==> src/rtl/gated_clkdiv.sv <==
module gated_clkdiv #(
  parameter int DIV_W    = 8,
  parameter bit HAS_DUTY = 1'b1
) (
  input  logic             clk_i,
  input  logic             rst_ni,
  input  logic             div_we_i,
  input  logic [DIV_W-1:0] div_wdata_i,
  input  logic             hi_we_i,
  input  logic [DIV_W-1:0] hi_wdata_i,
  output logic [DIV_W-1:0] div_rdata_o,
  output logic [DIV_W-1:0] hi_rdata_o,
  output logic             enabled_o,
  output logic             clk_o
);

  logic [DIV_W-1:0] div_q, hi_q, cur_div, cur_hi, cnt;
  logic             run_q, clk_q;
  logic [DIV_W-1:0] hi_src, hi_lim;
  logic [DIV_W:0]   half;
  logic             gated, boundary;

  always_ff @(posedge clk_i or negedge rst_ni) begin
    if (!rst_ni)       div_q <= '0;
    else if (div_we_i) div_q <= div_wdata_i;
  end

  generate
    if (HAS_DUTY) begin : g_duty
      always_ff @(posedge clk_i or negedge rst_ni) begin
        if (!rst_ni)      hi_q <= '0;
        else if (hi_we_i) hi_q <= hi_wdata_i;
      end
      assign hi_src = hi_q;
      assign half   = '0;
    end else begin : g_fixed
      always_ff @(posedge clk_i or negedge rst_ni) begin
        if (!rst_ni) hi_q <= '0;
        else         hi_q <= '0;
      end
      assign half   = ({1'b0, div_q} + (DIV_W+1)'(1)) >> 1;
      assign hi_src = DIV_W'(half - (DIV_W+1)'(1));
    end
  endgenerate

  assign hi_lim   = (hi_src >= div_q) ? div_q - DIV_W'(1) : hi_src;
  assign gated    = (div_q == '0);
  assign boundary = !run_q || (cnt == cur_div);

  always_ff @(posedge clk_i or negedge rst_ni) begin
    if (!rst_ni) begin
      run_q   <= 1'b0;
      cnt     <= '0;
      cur_div <= '0;
      cur_hi  <= '0;
      clk_q   <= 1'b0;
    end else if (gated) begin
      run_q <= 1'b0;
      cnt   <= '0;
      clk_q <= 1'b0;
    end else if (boundary) begin
      run_q   <= 1'b1;
      cnt     <= '0;
      cur_div <= div_q;
      cur_hi  <= hi_lim;
      clk_q   <= 1'b1;
    end else begin
      cnt   <= cnt + DIV_W'(1);
      clk_q <= (cnt < cur_hi);
    end
  end

  assign div_rdata_o = div_q;
  assign hi_rdata_o  = hi_q;
  assign enabled_o   = (div_q != '0);
  assign clk_o       = clk_q;

  assert_gate_low_R1: assert property (@(posedge clk_i) disable iff (!rst_ni)
    (div_q == '0) |=> !clk_o);

  assert_cnt_range_R2: assert property (@(posedge clk_i) disable iff (!rst_ni)
    run_q |-> (cnt <= cur_div));

  assert_high_window_R3: assert property (@(posedge clk_i) disable iff (!rst_ni)
    clk_o |-> (run_q && cnt <= cur_hi));

  assert_last_low_R4: assert property (@(posedge clk_i) disable iff (!rst_ni)
    (run_q && cnt == cur_div) |-> !clk_o);

  assert_rise_at_start_R7: assert property (@(posedge clk_i) disable iff (!rst_ni)
    $rose(clk_o) |-> (cnt == '0));

  assert_hold_mid_period_R8: assert property (@(posedge clk_i) disable iff (!rst_ni)
    (run_q && cnt != '0) |-> ($stable(cur_div) && $stable(cur_hi)));

endmodule

==> config.mk <==
export PLATFORM = sky130hd
export DESIGN_NAME = gated_clkdiv
export DESIGN_NICKNAME = d
export VERILOG_FILES = /design/src/rtl/gated_clkdiv.sv
export SDC_FILE = /design/constraint.sdc
export NUM_CORES = 1
export LEC_CHECK = 0
export BUFFER_PORTS_ARGS = -buffer_cell sky130_fd_sc_hd__buf_2
export CAP_MARGIN = 30
export CORE_MARGIN = 1.5
export CORE_UTILIZATION = 40
export DETAILED_ROUTE_END_ITERATION = 8
export GPL_TIMING_DRIVEN = 0
export PLACE_DENSITY = 0.59
export REMOVE_ABC_BUFFERS = 1
export SYNTH_ARGS = -nofsm -noshare
export SYNTH_HDL_FRONTEND = slang
export SYNTH_SLANG_ARGS = --single-unit
==> constraint.sdc <==
create_clock -name clk_i -period 2.09 [get_ports clk_i]
set_input_delay 0.627 -clock clk_i [delete_from_list [all_inputs] [get_ports clk_i]]
set_output_delay 0.627 -clock clk_i [all_outputs]
set_load 0.005 [all_outputs]
==> summary.md, run 1 <==
| Metric | Value |
|---|---|
| Peak supply drop | `between 0.4 and 0.5 mV` |
| Post-Place Cells | `around 310` |
| Synth top area cells | `dfrtp_1 46%, ha_1 9.4%, mux2i_1 6.2%` |
| Worst reg2reg endpoint | `cur_hi[1]` |
| Via count | `1565` |
| Pwr/cell area | `~1100 mW/mm²` |
| Seq/Total Area, Yosys | `between 40% and 50%` |
| Total of warnings raised by yosys | `0` |
| Initial antenna violation count | `0` |
| Post-layout util | `about half` |
| Tightest Hold Check Type | `in2async` |
| Synth area leader | `dfrtp_1` |
| GP Congestion | `approximately 0.75` |
| Final min period | `about 2 ns` |
| N_diodes | `0` |
| Port-buffer cells | `37` |
| FP Rows | `27` |
| 1st-iter DRT viols | `104` |
| Vias/cell | `4.85` |
| H-Tree Depth | `2` |
| WP data required | `~1.5 ns` |
| Post-Layout Inst Area | `roughly 0.0027 mm²` |
| Clock skew | `a little under 0.006 ns` |
| Final Hold Viols | `0` |
| Gate Count Post-Synth | `between 200 and 250` |
| Number of synthesized flops with an enable pin | `0` |
| DP HPWL | `between 3 and 4 mm` |
| Crit path kind | `reg2out` |
| Worst Path Arrival | `~1.4 ns` |
| CP Launch Point | `div_rdata_o[2]` |
| Longest Clk Path Bufs | `2` |
| Initial DRT Pass Iterations | `4` |
| Slew HR | `a little over two thirds` |
| Commonest cells post-synth | `42 x dfrtp_1, 17 x ha_1, 17 x inv_1` |
| Total track usage | `roughly 16%` |
| WL per Instance | `roughly 14 µm` |
| Leak | `~0.0014 µW` |
| Layout Area Growth over Synthesis | `20.9%` |
| Finished Layout Cells | `roughly 320` |
| Synth cell types | `36` |
| CTS clk-pin slew, worst paths | `roughly 0.080 ns` |
| Syn Std Cell Area | `0.00227 mm²` |
| IO Pins | `38` |
| Worst-path fanout max | `4` |
| Max Cap Viol | `0` |
| CTS Buf Count | `5` |
| Startpoint Class | `flip-flop` |
| Status | `complete, no violations` |
| Worst skew pair latency | `around 0.3 ns` |
| Gr ovfl total | `0` |
| Pin count of the biggest net entering global routing | `26` |
| Routed wire length | `4.47 mm` |
| First-pass GRT wire length | `approximately 7.7 mm` |
| Die height | `between 70 and 80 µm` |
| Final period util | `between 90 and 100%` |
| Final Net Count | `around 290` |
| RSZ-0062 raised after global routing | `true` |
| R2R Setup Slk | `0.14 ns` |
| Drt drc | `0` |
| Fmax | `just under 0.5 GHz` |
| Fraction of registers with async set/reset | `between 90% and 100%` |
| Starting Density | `41.4%` |
| R2R depth | `8` |
| Primary FF master, synth | `dfrtp_1` |
| CTS Hold Bufs | `0` |
| Avg Inst Size Synth | `about 11 µm²` |
| Placed cell areas | `~0.0025 mm²` |
| FF-to-FF Start | `div_rdata_o[2]` |
| Vias in the first global route | `roughly 1500` |
| Pins Over Slew Limit | `0` |
| Die Wd | `78.3 µm` |
| Layout cells sized above 1 | `between 20% and 30%` |
| TritonCTS Sinks | `between 40 and 50` |
| Die footprint | `0.00613 mm²` |
| Flops & latches, synth | `between 40 and 50` |
| Root Driver | `clkbuf_8` |
| CTS tree | `done` |
| Final ANT Viol Nets | `0` |
| Most instantiated library cell after synthesis | `dfrtp_1` |
| Hold Slack | `about 0.26 ns` |
| Overall power | `between 3000 and 4000 µW` |
| Core ar. | `around 0.0055 mm²` |
| Measured slew at the worst slew-check pin | `approximately 0.45 ns` |
| Synth top area share | `between 40 and 50%` |
| Final Setup Violations | `0` |
| Type of destination of the critical path | `output pin` |
| Fillers | `515` |
[worst max-delay path: stages, from the launching register on]
cell and delay, ns:
dfrtp_2 0.45, nor4_4 0.37, nand4_4 0.13, buf_2 0.14
[where the power goes]
group	switching (µW)	internal, µW	leakage (µW)	total, µW
registers	243	1070	0.000497	1310
clock network	279	382	0.0000573	661
logic	472	571	0.000807	1040
[worst max path at each step]
stage,end,depth (start not counted)
after floorplan,cur_hi[0],7
after global placement,cur_hi[1],7
after detailed placement,cur_hi[1],7
after CTS,enabled_o,3
after global routing,enabled_o,3
final,enabled_o,3
[sequential cells by signal, summed over array words and instances, names as in the netlist]
signal,count
hi_rdata_o,8
div_rdata_o,8
clk_o,1
cnt,8
run_q,1
cur_div,8
cur_hi,8
[cell type report]
cell class | instances | area (µm²) | share of cell area [%]
well taps | 72 | 90.1 | 3.29
multi-input cells | 138 | 1140 | 41.5
repair buffers | 46 | 278 | 10.1
flip-flops and latches | 42 | 1050 | 38.5
inverters | 18 | 67.6 | 2.47
clock inverters | 1 | 30.0 | 1.10
clock buffers | 6 | 82.6 | 3.02
[what timing repair did]
| action | CTS | global route |
|---|---|---|
| pin swaps | 2 | 2 |
| resized for setup | 5 | 1 |
| endpoints found under the setup margin | 9 | 8 |
| cloned | 0 | 0 |
| hold endpoints to repair | 0 | 0 |
| setup buffers | 2 | 6 |
[cell families after synthesis]
| logic type | synth area share, % |
|---|---|
| adder cells (fa/ha/maj) | 9.39 |
| flip-flops | 46.4 |
| buffers and inverters | 4.20 |
| AO/OA/AOI/OAI | 7.90 |
| AND/OR/NAND/NOR | 11.3 |
| multiplexers | 13.5 |
| XOR/XNOR | 7.34 |
[cells in the final DEF (no fill, tap or decap), drive strengths merged, types with 2 or more instances in the layout]
cell,count
a211oi,2
a21oi,4
a21o,3
xor2,6
nand2,16
and3,2
nor2,11
mux2,14
nand4,6
nand3,6
buf,46
ha,17
o21ai,13
xnor2,13
clkbuf,6
nand2b,2
dfrtp,42
inv,18
a22o,2
mux2i,14
[routing by layer]
| layer | part of all wire [%] | up-vias | routed length [µm] | GRT usage (%) |
|---|---|---|---|---|
| met1 | 49 | 727 | 2180 | 22.9 |
| met3 | 4.4 | 6 | 198 | 4.19 |
| li1 | - | 796 | - | - |
| met4 | 0.96 | 0 | 43 | 3.75 |
| met5 | 0 | - | 0 | 0 |
| met2 | 46 | 36 | 2050 | 24.9 |
[per-stage QoR]
step	setup TNS (ns)	setup slack [ns]
2_1_floorplan	0	0.169
3_3_place_gp	-0.386	-0.0890
3_5_place_dp	-0.450	-0.103
4_1_cts	-0.00158	-0.00158
5_1_grt	-0.0176	-0.0176
6_report	0	0.0656
(Power assumes the default switching activity.)
==> inputs of run 2 (changes only) <==
--- a/config.mk
+++ b/config.mk
@@ -9,6 +9,7 @@
 export CAP_MARGIN = 30
 export CORE_MARGIN = 1.5
 export CORE_UTILIZATION = 40
+export CTS_BUF_LIST = sky130_fd_sc_hd__clkbuf_16
 export DETAILED_ROUTE_END_ITERATION = 8
 export GPL_TIMING_DRIVEN = 0
 export PLACE_DENSITY = 0.59
@@ -16,3 +17,4 @@
 export SYNTH_ARGS = -nofsm -noshare
 export SYNTH_HDL_FRONTEND = slang
 export SYNTH_SLANG_ARGS = --single-unit
+export TNS_END_PERCENT = 30
==> run 2 against run 1 <==
Maximum frequency fell by 1.4%. Clock-buffer cell count fell by 1. Total power rose by 6.5%. Register-to-register slack got worse by 0.04 ns. Critical endpoint unchanged. Largest power group unchanged. Global-route usage rose by 0.30 points.
==> summary.md, run 2 (synthesized netlist as in run 1, its figures left out) <==
| Metric | Value |
|---|---|
| Seq pwr share | `41.1% (-2.4 points)` |
| Startpoint Class | `flip-flop` |
| FP Rows | `27 (unchanged)` |
| Net switching power | `1010 µW (+2.1%)` |
| Fmax | `0.487 GHz (-1.4%)` |
| Drt drc | `0 (unchanged)` |
| Placed cell areas | `0.00253 mm² (unchanged)` |
| Peak supply drop | `0.470 mV (+13%)` |
| Initial antenna violation count | `0 (unchanged)` |
| Die footprint | `0.00613 mm² (unchanged)` |
| CTS tree | `done` |
| Via count | `1546 (-1.2%)` |
| Die height | `78.3 µm (unchanged)` |
| Worst skew pair latency | `0.28 ns (-0.02 ns)` |
| First-pass GRT wire length | `7.71 mm (+0.81%)` |
| Vias/cell | `4.83 (-0.29%)` |
| Longest Clk Path Bufs | `2 (unchanged)` |
| Layout cells sized above 1 | `27.4% (+0.33 points)` |
| IO Pins | `38 (unchanged)` |
| Root Driver | `clkbuf_16` |
| GP Congestion | `0.753 (unchanged)` |
| Overall power | `3210 µW (+6.5%)` |
| P_int | `2200 µW (+8.7%)` |
| Vias in the first global route | `1530 (+0.99%)` |
| Clock skew | `0.00427 ns (-0.00163 ns)` |
| 1st-iter DRT viols | `53 (-49%)` |
| Post-Layout Inst Area | `0.00277 mm² (+1.2%)` |
| Pin count of the biggest net entering global routing | `26 (unchanged)` |
| Pins Over Slew Limit | `0 (unchanged)` |
| Total track usage | `16.5% (+0.30 points)` |
| Slew HR | `71.0% (+0.74 points)` |
| Tightest Hold Check Type | `in2async` |
| Measured slew at the worst slew-check pin | `0.435 ns (-0.0111 ns)` |
| RSZ-0062 raised after global routing | `true` |
| CTS clk-pin slew, worst paths | `0.06 ns (-0.02 ns)` |
| Most frequent cells in the layout | `39 x dfrtp_1, 37 x buf_2, 16 x ha_1` |
| WL per Instance | `14.0 µm (+0.78%)` |
| Most common cell after layout, fill and taps aside | `dfrtp_1` |
| Switch share | `31.6% (-1.4 points)` |
| Crit path kind | `reg2out` |
| Port-buffer cells | `37 (unchanged)` |
| Logic pwr share | `32.6% (-2.0 points)` |
| Final Net Count | `285 (-1.0%)` |
| N_diodes | `0 (unchanged)` |
| DP HPWL | `3.39 mm (unchanged)` |
| Pwr/cell area | `1160 mW/mm² (+5.3%)` |
| CTS Buf Count | `5 (unchanged)` |
| Initial DRT Pass Iterations | `4 (unchanged)` |
| Worst-path fanout max | `6 (+2)` |
| Routed wire length | `4.47 mm (-0.16%)` |
| Final ANT Viol Nets | `0 (unchanged)` |
| Final min period | `2.05 ns (+0.0277 ns)` |
| Layout Area Growth over Synthesis | `22.3%` |
| Max Cap Viol | `0 (unchanged)` |
| Core ar. | `0.00547 mm² (unchanged)` |
| Leak | `0.00136 µW (about the same)` |
| Gr ovfl total | `0 (unchanged)` |
| Starting Density | `41.4% (unchanged)` |
| Final Setup Violations | `0 (unchanged)` |
| R2R depth | `8 (unchanged)` |
| TritonCTS Sinks | `42 (unchanged)` |
| Type of destination of the critical path | `output pin` |
| Final Hold Viols | `0 (unchanged)` |
| Worst Path Arrival | `1.43 ns (+0.03 ns)` |
| H-Tree Depth | `2 (unchanged)` |
| Final period util | `98.2% (+1.3 points)` |
| Status | `complete, no violations` |
| Hold Slack | `0.283 ns (+0.0190 ns)` |
| WP data required | `1.46 ns (about the same)` |
| Die Wd | `78.3 µm (unchanged)` |
| Clock network power share | `26.3% (+4.4 points)` |
run 2: per-stage QoR:
step	setup TNS, ns	std cells	util (%)	setup slack [ns]
floorplan	0	198	-	0.169
global placement	-0.386	307	45.9	-0.0890
detailed placement	-0.450	308	46.3	-0.103
CTS	0	318	50.1	0.00751
global route	-0.0537	320	50.6	-0.0537
finish	0	320	50.6	0.0378
run 2: final timing paths:
path                           startpoint             end  slack [ns]
min in group clk_i              cur_hi[0]       cur_hi[0]        0.51
setup / recovery           div_rdata_o[2]       enabled_o        0.04
hold reg to reg                 cur_hi[0]       cur_hi[0]        0.51
max in group asynchronous          rst_ni  div_rdata_o[5]        1.31
hold / removal                     rst_ni       cur_hi[6]        0.28
setup reg to reg           div_rdata_o[2]       cur_hi[6]        0.10
run 2: power by group through the flow:
stage          combinational, µW  clock, µW  sequential [µW]
3_5_place_dp                1010          0             1340
6_report                    1050        845             1320
5_1_grt                     1190        912             1370
4_1_cts                     1050        869             1320
3_3_place_gp                 975          0             1330
2_1_floorplan                780          0             1260
run 2: what timing repair did:
| item | CTS | global route |
|---|---|---|
| endpoints found under the setup margin | 9 | 8 |
| hold buffers | 0 | 0 |
| pin swaps | 2 | 1 |
| setup buffers | 3 | 2 |
| resized for setup | 4 | 6 |
run 2: worst max-delay path, stage by stage (launching register included):
cell and delay (ns):
dfrtp_2 0.46, nor4_4 0.35, nand4_4 0.17, buf_2 0.16
run 2: per-layer routing:
| metal | wire length, µm | GRT usage [%] | vias to the layer above |
|---|---|---|---|
| li1 | - | - | 790 |
| met3 | 182 | 4.19 | 5 |
| met4 | 59 | 5.36 | 0 |
| met5 | 0 | 0 | - |
| met1 | 2190 | 22.8 | 716 |
| met2 | 2030 | 25.3 | 35 |
run 2: cell type report:
cell class	instances	area [µm²]
Clock buffer	5	125
Clock inverter	2	33.8
Fill cell	514	2700
Inverter	18	67.6
Multi-Input combinational cell	138	1140
Sequential cell	42	1050
Tap cell	72	90.1
Timing Repair Buffer	43	255
